File: config.mk
export PLATFORM = sky130hd
export DESIGN_NAME = packed_lane_alu
export DESIGN_NICKNAME = d
export VERILOG_FILES = /design/src/rtl/lane_alu_pkg.sv /design/src/rtl/lane_arith.sv /design/src/rtl/lane_shift.sv /design/src/rtl/lane_unit.sv /design/src/rtl/packed_lane_alu.sv
export SDC_FILE = /design/constraint.sdc
export NUM_CORES = 1
export LEC_CHECK = 0
export ABC_CLOCK_PERIOD_IN_PS = 800
export BUFFER_PORTS_ARGS = -buffer_cell sky130_fd_sc_hd__buf_2
export CAP_MARGIN = 25
export CORE_MARGIN = 2
export CORE_UTILIZATION = 40
export DETAILED_ROUTE_END_ITERATION = 10
export PLACE_DENSITY = 0.64
export SLEW_MARGIN = 0
export SYNTH_ARGS = -nofsm -noshare
export SYNTH_HDL_FRONTEND = slang
export SYNTH_SLANG_ARGS = --single-unit
File: constraint.sdc
create_clock -name clk_i -period 0.8 [get_ports clk_i]
set_input_delay 0.12 -clock clk_i [delete_from_list [all_inputs] [get_ports clk_i]]
set_output_delay 0.12 -clock clk_i [all_outputs]
set_load 0.05 [all_outputs]
File: src/rtl/lane_alu_pkg.sv
package lane_alu_pkg;
  localparam logic [3:0] OP_ADD    = 4'd0;
  localparam logic [3:0] OP_SUB    = 4'd1;
  localparam logic [3:0] OP_SHLADD = 4'd2;
  localparam logic [3:0] OP_SHRADD = 4'd3;
  localparam logic [3:0] OP_AVG    = 4'd4;
  localparam logic [3:0] OP_SHR_S  = 4'd5;
  localparam logic [3:0] OP_SHR_U  = 4'd6;
  localparam logic [3:0] OP_SHL    = 4'd7;

  localparam logic [1:0] MD_WRAP = 2'd0;
  localparam logic [1:0] MD_SSAT = 2'd1;
  localparam logic [1:0] MD_USAT = 2'd2;
endpackage

File: src/rtl/lane_arith.sv
module lane_arith
  import lane_alu_pkg::*;
#(
  parameter int W = 16
) (
  input  logic [3:0]   op_i,
  input  logic [1:0]   mode_i,
  input  logic [1:0]   k_i,
  input  logic [W-1:0] a_i,
  input  logic [W-1:0] b_i,
  output logic [W-1:0] y_o
);
  localparam int XW = W + 4;
  localparam logic signed [XW-1:0] SMAX = XW'((1 << (W-1)) - 1);
  localparam logic signed [XW-1:0] SMIN = -SMAX - XW'(1);

  function automatic logic [W-1:0] clamp_s(input logic signed [XW-1:0] v);
    if (v > SMAX)      return SMAX[W-1:0];
    else if (v < SMIN) return SMIN[W-1:0];
    else               return v[W-1:0];
  endfunction

  logic signed [XW-1:0] a_s, b_s, s_add, s_sub, sc_l, sc_r, s_scl, s_scr;
  logic        [W:0]    u_add, u_sub, u_avg;

  always_comb begin
    a_s   = {{4{a_i[W-1]}}, a_i};
    b_s   = {{4{b_i[W-1]}}, b_i};
    s_add = a_s + b_s;
    s_sub = a_s - b_s;
    sc_l  = a_s <<< k_i;
    sc_r  = a_s >>> k_i;
    s_scl = sc_l + b_s;
    s_scr = sc_r + b_s;
    u_add = {1'b0, a_i} + {1'b0, b_i};
    u_sub = {1'b0, a_i} - {1'b0, b_i};
    u_avg = u_add + (W+1)'(1);
  end

  always_comb begin
    y_o = '0;
    unique case (op_i)
      OP_ADD: begin
        if (mode_i == MD_SSAT)      y_o = clamp_s(s_add);
        else if (mode_i == MD_USAT) y_o = u_add[W] ? '1 : u_add[W-1:0];
        else                        y_o = u_add[W-1:0];
      end
      OP_SUB: begin
        if (mode_i == MD_SSAT)      y_o = clamp_s(s_sub);
        else if (mode_i == MD_USAT) y_o = u_sub[W] ? '0 : u_sub[W-1:0];
        else                        y_o = u_sub[W-1:0];
      end
      OP_SHLADD: y_o = clamp_s(s_scl);
      OP_SHRADD: y_o = clamp_s(s_scr);
      OP_AVG:    y_o = u_avg[W:1]; // sum carry lands in MSB
      default:   y_o = '0;
    endcase
  end
endmodule

File: src/rtl/lane_shift.sv
module lane_shift
  import lane_alu_pkg::*;
#(
  parameter int W   = 16,
  parameter int SHW = $clog2(W)
) (
  input  logic [3:0]     op_i,
  input  logic [SHW-1:0] sh_i,
  input  logic [W-1:0]   a_i,
  output logic [W-1:0]   y_o
);
  always_comb begin
    unique case (op_i)
      OP_SHR_S: y_o = W'($signed(a_i) >>> sh_i);
      OP_SHR_U: y_o = a_i >> sh_i;
      OP_SHL:   y_o = a_i << sh_i;
      default:  y_o = '0;
    endcase
  end
endmodule

File: src/rtl/lane_unit.sv
module lane_unit
  import lane_alu_pkg::*;
#(
  parameter int W   = 16,
  parameter int SHW = $clog2(W)
) (
  input  logic [3:0]     op_i,
  input  logic [1:0]     mode_i,
  input  logic [SHW-1:0] shamt_i,
  input  logic [W-1:0]   a_i,
  input  logic [W-1:0]   b_i,
  output logic [W-1:0]   y_o
);
  logic [W-1:0] arith_y, shift_y;
  logic         is_arith, is_shift;

  lane_arith #(.W(W)) u_arith (
    .op_i  (op_i),
    .mode_i(mode_i),
    .k_i   (shamt_i[1:0]),
    .a_i   (a_i),
    .b_i   (b_i),
    .y_o   (arith_y)
  );

  lane_shift #(.W(W), .SHW(SHW)) u_shift (
    .op_i(op_i),
    .sh_i(shamt_i),
    .a_i (a_i),
    .y_o (shift_y)
  );

  always_comb begin
    is_arith = (op_i <= OP_AVG);
    is_shift = (op_i >= OP_SHR_S) && (op_i <= OP_SHL);
    if (is_arith)      y_o = arith_y;
    else if (is_shift) y_o = shift_y;
    else               y_o = '0;
  end
endmodule

File: src/rtl/packed_lane_alu.sv
module packed_lane_alu #(
  parameter  int LANES  = 4,
  parameter  int LANE_W = 16,
  localparam int DW     = LANES * LANE_W,
  localparam int SHW    = $clog2(LANE_W)
) (
  input  logic           clk_i,
  input  logic           rst_ni,
  input  logic [3:0]     op_i,
  input  logic [1:0]     mode_i,
  input  logic [SHW-1:0] shamt_i,
  input  logic [DW-1:0]  a_i,
  input  logic [DW-1:0]  b_i,
  output logic [DW-1:0]  result_o
);
  logic [DW-1:0] result_d;

  for (genvar l = 0; l < LANES; l++) begin : g_lane
    lane_unit #(.W(LANE_W), .SHW(SHW)) u_lane (
      .op_i   (op_i),
      .mode_i (mode_i),
      .shamt_i(shamt_i),
      .a_i    (a_i[l*LANE_W +: LANE_W]),
      .b_i    (b_i[l*LANE_W +: LANE_W]),
      .y_o    (result_d[l*LANE_W +: LANE_W])
    );
  end

  always_ff @(posedge clk_i or negedge rst_ni) begin
    if (!rst_ni) result_o <= '0;
    else         result_o <= result_d;
  end
endmodule

==> flow_summary.ini, run 1 <==
[logic_synthesis]
avgSynthCellArea_um2 = 7.15
yosys_warnings = 0
ys_seq_elements = 64
yosys-top-cells-area = ha_1, a21oi_1, dfrtp_1
yosysTopAreaCellShare_pct = 12.7
synth_fp_nets = 4052
yosys.area.top_type = ha_1
syn_inst = 3636
netlist_area_um2 = 26000
async_flop_share_pct = 100
synth.distinct_cells = 119
synth-edff-count = 0
synth_flop_cell = dfrtp_1
ys_seq_area_share_pct = 6.16

[sta]
fmax_mhz = 284
fin_ws_ps = -2720
hold_viol = 0
min_period_ps = 3520
setup_viol = 128
maxSlewViolCount = 0
worstMarginPinSlew_ps = 855
max_slew_margin_pct = 42.6
rsz0062_at_grt = yes
fin_tns_setup_ps = -174710
finalCritPeriodShare_pct = 439

[final_layout]
final_area_um2 = 45100
layout-drive-gt1-share_pct = 47.8
regMostFlops = result_o
reg_top3 = result_o x64
largest_register_ffs = 64
nFillCells = 5001
final_common_cell = buf_4
area_growth_pct = 73.5
final_cell_mix = buf_4, nor2_1, a21oi_1
ff_latch_area_um2 = 1600
multi_input_area_um2 = 26300
final_nets = 5723

[clock_tree]
cts_tree = yes
cts_root_buf = clkbuf_16
cts_sinks = 64
cts_buffers = 9
clockBufferDepth = 2
h-tree-depth = 3
path_clk_slew_ps = 60

[global_route]
antenna_found_initial = 7
grt_start_max_net_pins = 37
grt_pass1_vias = 36300
grt.overflow.total = 0
grt_pass1_wl_mm = 209
grt_usage_pct = 40.1

[critical_path]
cp.required_ps = 1070
crit_path_end_kind = flop
timing.critical_path.cells = buf_16 > buf_16 > nor2_1 > o21bai_2 > mux2i_4 > ha_4 > buf_4 > nand3_1 > a21boi_0 > o21a_1 > a211oi_2 > xor2_1 > buf_4 > a41oi_4 > a21o_1 > a21oi_2 > nand2_1 > or4_1
critPathKind = primary input to flop
worstPathArrival_ps = 3780
slowest_stage = or4_1
max_stage_delay_ps = 500
crit_path_start_kind = primary input
worstPathMaxFanout = 7

[route]
viasPerCell = 6.12
antenna_left = 0
wl_mm = 144
avgRoutedWirePerCell_um = 23.4
vias = 37700
drtPass1Iterations = 6
first_iter_violations = 4210
route.detailed.drc = 0

[floorplanning]
placement_rows = 93
core_area_um2 = 64300
start_util_pct = 40.4
ios = 204
die_area_um2 = 67000
die_w_um = 259
die_h_um = 259

[pwr]
p_int_mw = 28.6
seqPwrFrac_pct = 7.7
power_density_nw_per_um2 = 1230
p_sw_mw = 26.7
leakage_nw = 20.7
netSwitchingFraction_pct = 48.3
clkPwrFrac_pct = 9.1
power.total_mw = 55.3
combPwrFrac_pct = 83.2
irDropWorstVdd_mv = 0.899

[min_path]
hold_class = primary input to asynchronous set/reset pin

[run_status]
violations = setup timing
status = complete, but fails checks

[place]
port_buffers = 203
dp_hpwl_mm = 108
pre_cts_ws_ps = -3220
globalplace.congestion = 1.07
place_area_um2 = 38900

[flow_run]
cap_viol_max_count = 0
synth_stat cells, drive strengths merged (30+ instances only):
library cell and n:
or3 30, nand3 85, a211oi 65, o21bai 30, ha 264, xor2 61
mux2 49, dfrtp 64, nor2b 50, a21o 66, clkbuf 125, mux2i 101
o22ai 33, nand2b 71, mux4 42, nand2 272, o211ai 74, a21oi 340
xnor2 176, a31oi 35, o21a 59, o21ai 324, nor2 317, nand4 42
inv 200, nor3 80, buf 75
layout make-up:
class / instances / share of cell area (%)
timing repair buffer: 1860 / 33.4
sequential: 64 / 3.55
tap: 855 / 2.37
clock buffer: 14 / 0.607
multi-input combinational: 3172 / 58.3
antenna: 1 / 0.00555
clock inverter: 2 / 0.133
inverter: 200 / 1.67
cells by family (layout without fill, tap and decap cells):
group | Yosys count | after routing | share of synthesized area, %
other | 0 | 1 | 0
DFF | 64 | 64 | 6.16
muxes | 192 | 192 | 9.73
buffers and inverters | 400 | 2076 | 6.19
xor gates and xnor gates | 237 | 237 | 8.04
adders and majority gates | 279 | 279 | 13.7
AOI/OAI and AO/OA | 1347 | 1347 | 34.9
and+or+nand+nor | 1117 | 1117 | 21.2
power by group through the flow:
stage	Sequential (mW)	Clock (mW)	Combinational, mW
floorplan	6.04	0	18.1
CTS	4.26	5.00	41.8
finish	4.26	5.02	46.0
global route	4.29	5.07	48.4
detailed placement	4.16	0	37.2
global placement	4.19	0	36.9
timing repair:
| action | 4_1_cts | 5_1_grt |
|---|---|---|
| cloned | 17 | 2 |
| setup buffers | 151 | 79 |
| endpoints found under the hold margin | 64 | 0 |
| setup endpoints to repair | 128 | 128 |
| hold buffers | 1 | 0 |
| gates resized for setup | 557 | 314 |
| pin swaps | 170 | 154 |
per-layer routing:
metal	up-vias	GRT usage (%)	part of all wire [%]
met3	695	8.20	11
met1	17700	50.0	38
li1	17000	-	-
met5	-	0	0.069
met2	2272	63.0	43
met4	12	25.1	7.8
per-stage QoR:
stage,std cells,hold WS [ps],utilization (%)
3_5_place_dp,5934,103,60.5
3_3_place_gp,5934,105,60.5
4_1_cts,6103,242,67.1
6_report,6168,229,70.1
5_1_grt,6167,278,70.1
2_1_floorplan,3636,-176,-
worst paths after layout:
path,startpoint,end,slack [ps],cells past startpoint
max in group asynchronous,rst_ni,result_o[11]$_DFF_PN0_,280,3
min in group clk_i,mode_i[0],result_o[47]$_DFF_PN0_,340,5
worst min-delay path,rst_ni,result_o[62]$_DFF_PN0_,230,3
worst max-delay path,shamt_i[1],result_o[43]$_DFF_PN0_,-2720,18
worst max-delay path, delay by kind of cell:
family | cells | cell delay (ps)
and+or+nand+nor | 4 | 840
adders and majority gates | 1 | 300
muxes | 1 | 120
buffers and inverters | 4 | 630
xor gates and xnor gates | 1 | 210
AOI/OAI and AO/OA | 7 | 1540
Power figures use the tool's default switching activity.
==> run 2: changes to the inputs <==
--- a/config.mk
+++ b/config.mk
@@ -12,6 +12,7 @@
 export CORE_UTILIZATION = 40
 export DETAILED_ROUTE_END_ITERATION = 10
 export PLACE_DENSITY = 0.64
+export RECOVER_POWER = 50
 export SLEW_MARGIN = 0
 export SYNTH_ARGS = -nofsm -noshare
 export SYNTH_HDL_FRONTEND = slang
==> run 2 against run 1 <==
  * The run still ends with setup timing left
  * Final cell count unchanged
  * Critical path depth unchanged
  * Maximum frequency down 0.35%
  * Clock power about the same
  * Wire length down 0.11%
  * Global-route usage unchanged
  * Largest cell class unchanged
==> flow_summary.ini, run 2 (synthesis results as in run 1) <==
[critical_path]
critPathKind = primary input to flop
timing.critical_path.cells = buf_16 > buf_16 > nor2_1 > o21bai_2 > mux2i_4 > ha_4 > buf_4 > nand3_1 > a21boi_0 > o21a_1 > a211oi_2 > xor2_1 > buf_4 > a41oi_4 > a21o_1 > a21oi_2 > nand2_1 > or4_1
worstPathMaxFanout = 7
cp_num_buf_inv = 4
cp_top_family = compound AO/OA/AOI/OAI gates
cp.required_ps = 1070
crit_path_start_kind = primary input
worstPathArrival_ps = 3790
slowest_stage = or4_1
max_stage_delay_ps = 500
crit_path_end_kind = flop

[floorplanning]
ios = 204
placement_rows = 93
core_area_um2 = 64300
die_h_um = 259
start_util_pct = 40.4
die_area_um2 = 67000
die_w_um = 259

[run_status]
violations = setup timing
status = complete, but fails checks

[clock_tree]
cts_sinks = 64
cts_tree = yes
path_clk_slew_ps = 60
cts_root_buf = clkbuf_16
clockBufferDepth = 2
h-tree-depth = 3
cts_buffers = 9

[place]
globalplace.congestion = 1.07
dp_hpwl_mm = 108
port_buffers = 203

[global_route]
grt_usage_pct = 40.1
grt.overflow.total = 0
antenna_found_initial = 7
grt_pass1_wl_mm = 209
grt_pass1_vias = 36300
grt_start_max_net_pins = 37

[sta]
hold_viol = 0
rsz0062_at_grt = yes
fmax_mhz = 283
worstMarginPinSlew_ps = 877
setup_viol = 128
max_slew_margin_pct = 41.1
fin_tns_setup_ps = -174490
finalCritPeriodShare_pct = 441
fin_ws_ps = -2730
hold-worst-slack_ps = 315
maxSlewViolCount = 0
min_period_ps = 3530

[route]
wl_mm = 144
viasPerCell = 6.12
route.detailed.drc = 0
drtPass1Iterations = 8
vias = 37800
antenna_left = 0
avgRoutedWirePerCell_um = 23.4
first_iter_violations = 4179

[final_layout]
largest_register_ffs = 64
final_common_cell = buf_4
layout-drive-gt1-share_pct = 47.8
nFillCells = 5005
final_nets = 5723
area_growth_pct = 73.4
reg_top3 = result_o x64
regMostFlops = result_o
final_cell_mix = buf_4, nor2_1, a21oi_1

[flow_run]
cap_viol_max_count = 0

[min_path]
hold_class = primary input to asynchronous set/reset pin

[pwr]
power_density_nw_per_um2 = 1230
leakage_nw = 20.7
irDropWorstVdd_mv = 0.901
## run 2: cell count changes in the layout (fill, tap and decap cells not counted)
cell | before | now
buf_12 | 41 | 39
buf_6 | 123 | 125
buf_4 | 1536 | 1535
clkbuf_1 | 2 | 3
## run 2: through the flow
stage	std cells	setup slack, ps	instance area (µm²)	util [%]	power (mW)
4_1_cts	6103	-2460	43200	67.1	51.0
5_1_grt	6167	-2910	45100	70.1	57.7
3_5_place_dp	5934	-3220	38900	60.5	41.4
6_report	6168	-2730	45100	70.1	55.3
3_3_place_gp	5934	-3150	38900	60.5	41.1
2_1_floorplan	3636	-2880	26700	-	24.1
## run 2: worst paths after layout
kind / slack, ps / depth (start not counted) / start / endpoint
min in group clk_i: 340 / 5 / mode_i[0] / result_o[47]$_DFF_PN0_
worst max-delay path: -2730 / 18 / shamt_i[1] / result_o[43]$_DFF_PN0_
max in group asynchronous: 70 / 3 / rst_ni / result_o[13]$_DFF_PN0_
worst min-delay path: 320 / 3 / rst_ni / result_o[62]$_DFF_PN0_
## run 2: layer usage
layer | GRT usage [%] | vias up | part of all wire (%)
met5 | 0 | - | 0.042
met3 | 8.20 | 715 | 11
met1 | 50.0 | 17700 | 38
met4 | 25.1 | 10 | 8.0
li1 | - | 17000 | -
met2 | 63.0 | 2286 | 43
## run 2: area by class of cell
class,instances,area [µm²],share of cell area [%]
multi-input combinational,3172,26300,58.3
timing repair buffer,1860,15000,33.3
sequential,64,1600,3.56
tap,855,1070,2.37
inverter,200,753,1.67
clock buffer,14,274,0.608
clock inverter,2,60.1,0.133
antenna,1,2.50,0.00555
## run 2: power by group
group	total (mW)	switching [mW]	internal [mW]
clock network	5.00	2.01	2.99
registers	4.27	0.467	3.80
logic	46.0	24.2	21.8
## run 2: repair_timing
item | 4_1_cts | 5_1_grt
resized for setup | 557 | 314
cloned | 17 | 2
hold buffers | 1 | 0
endpoints found under the hold margin | 64 | 0
setup buffers | 151 | 79
pin swaps | 170 | 154
endpoints found under the setup margin | 128 | 128
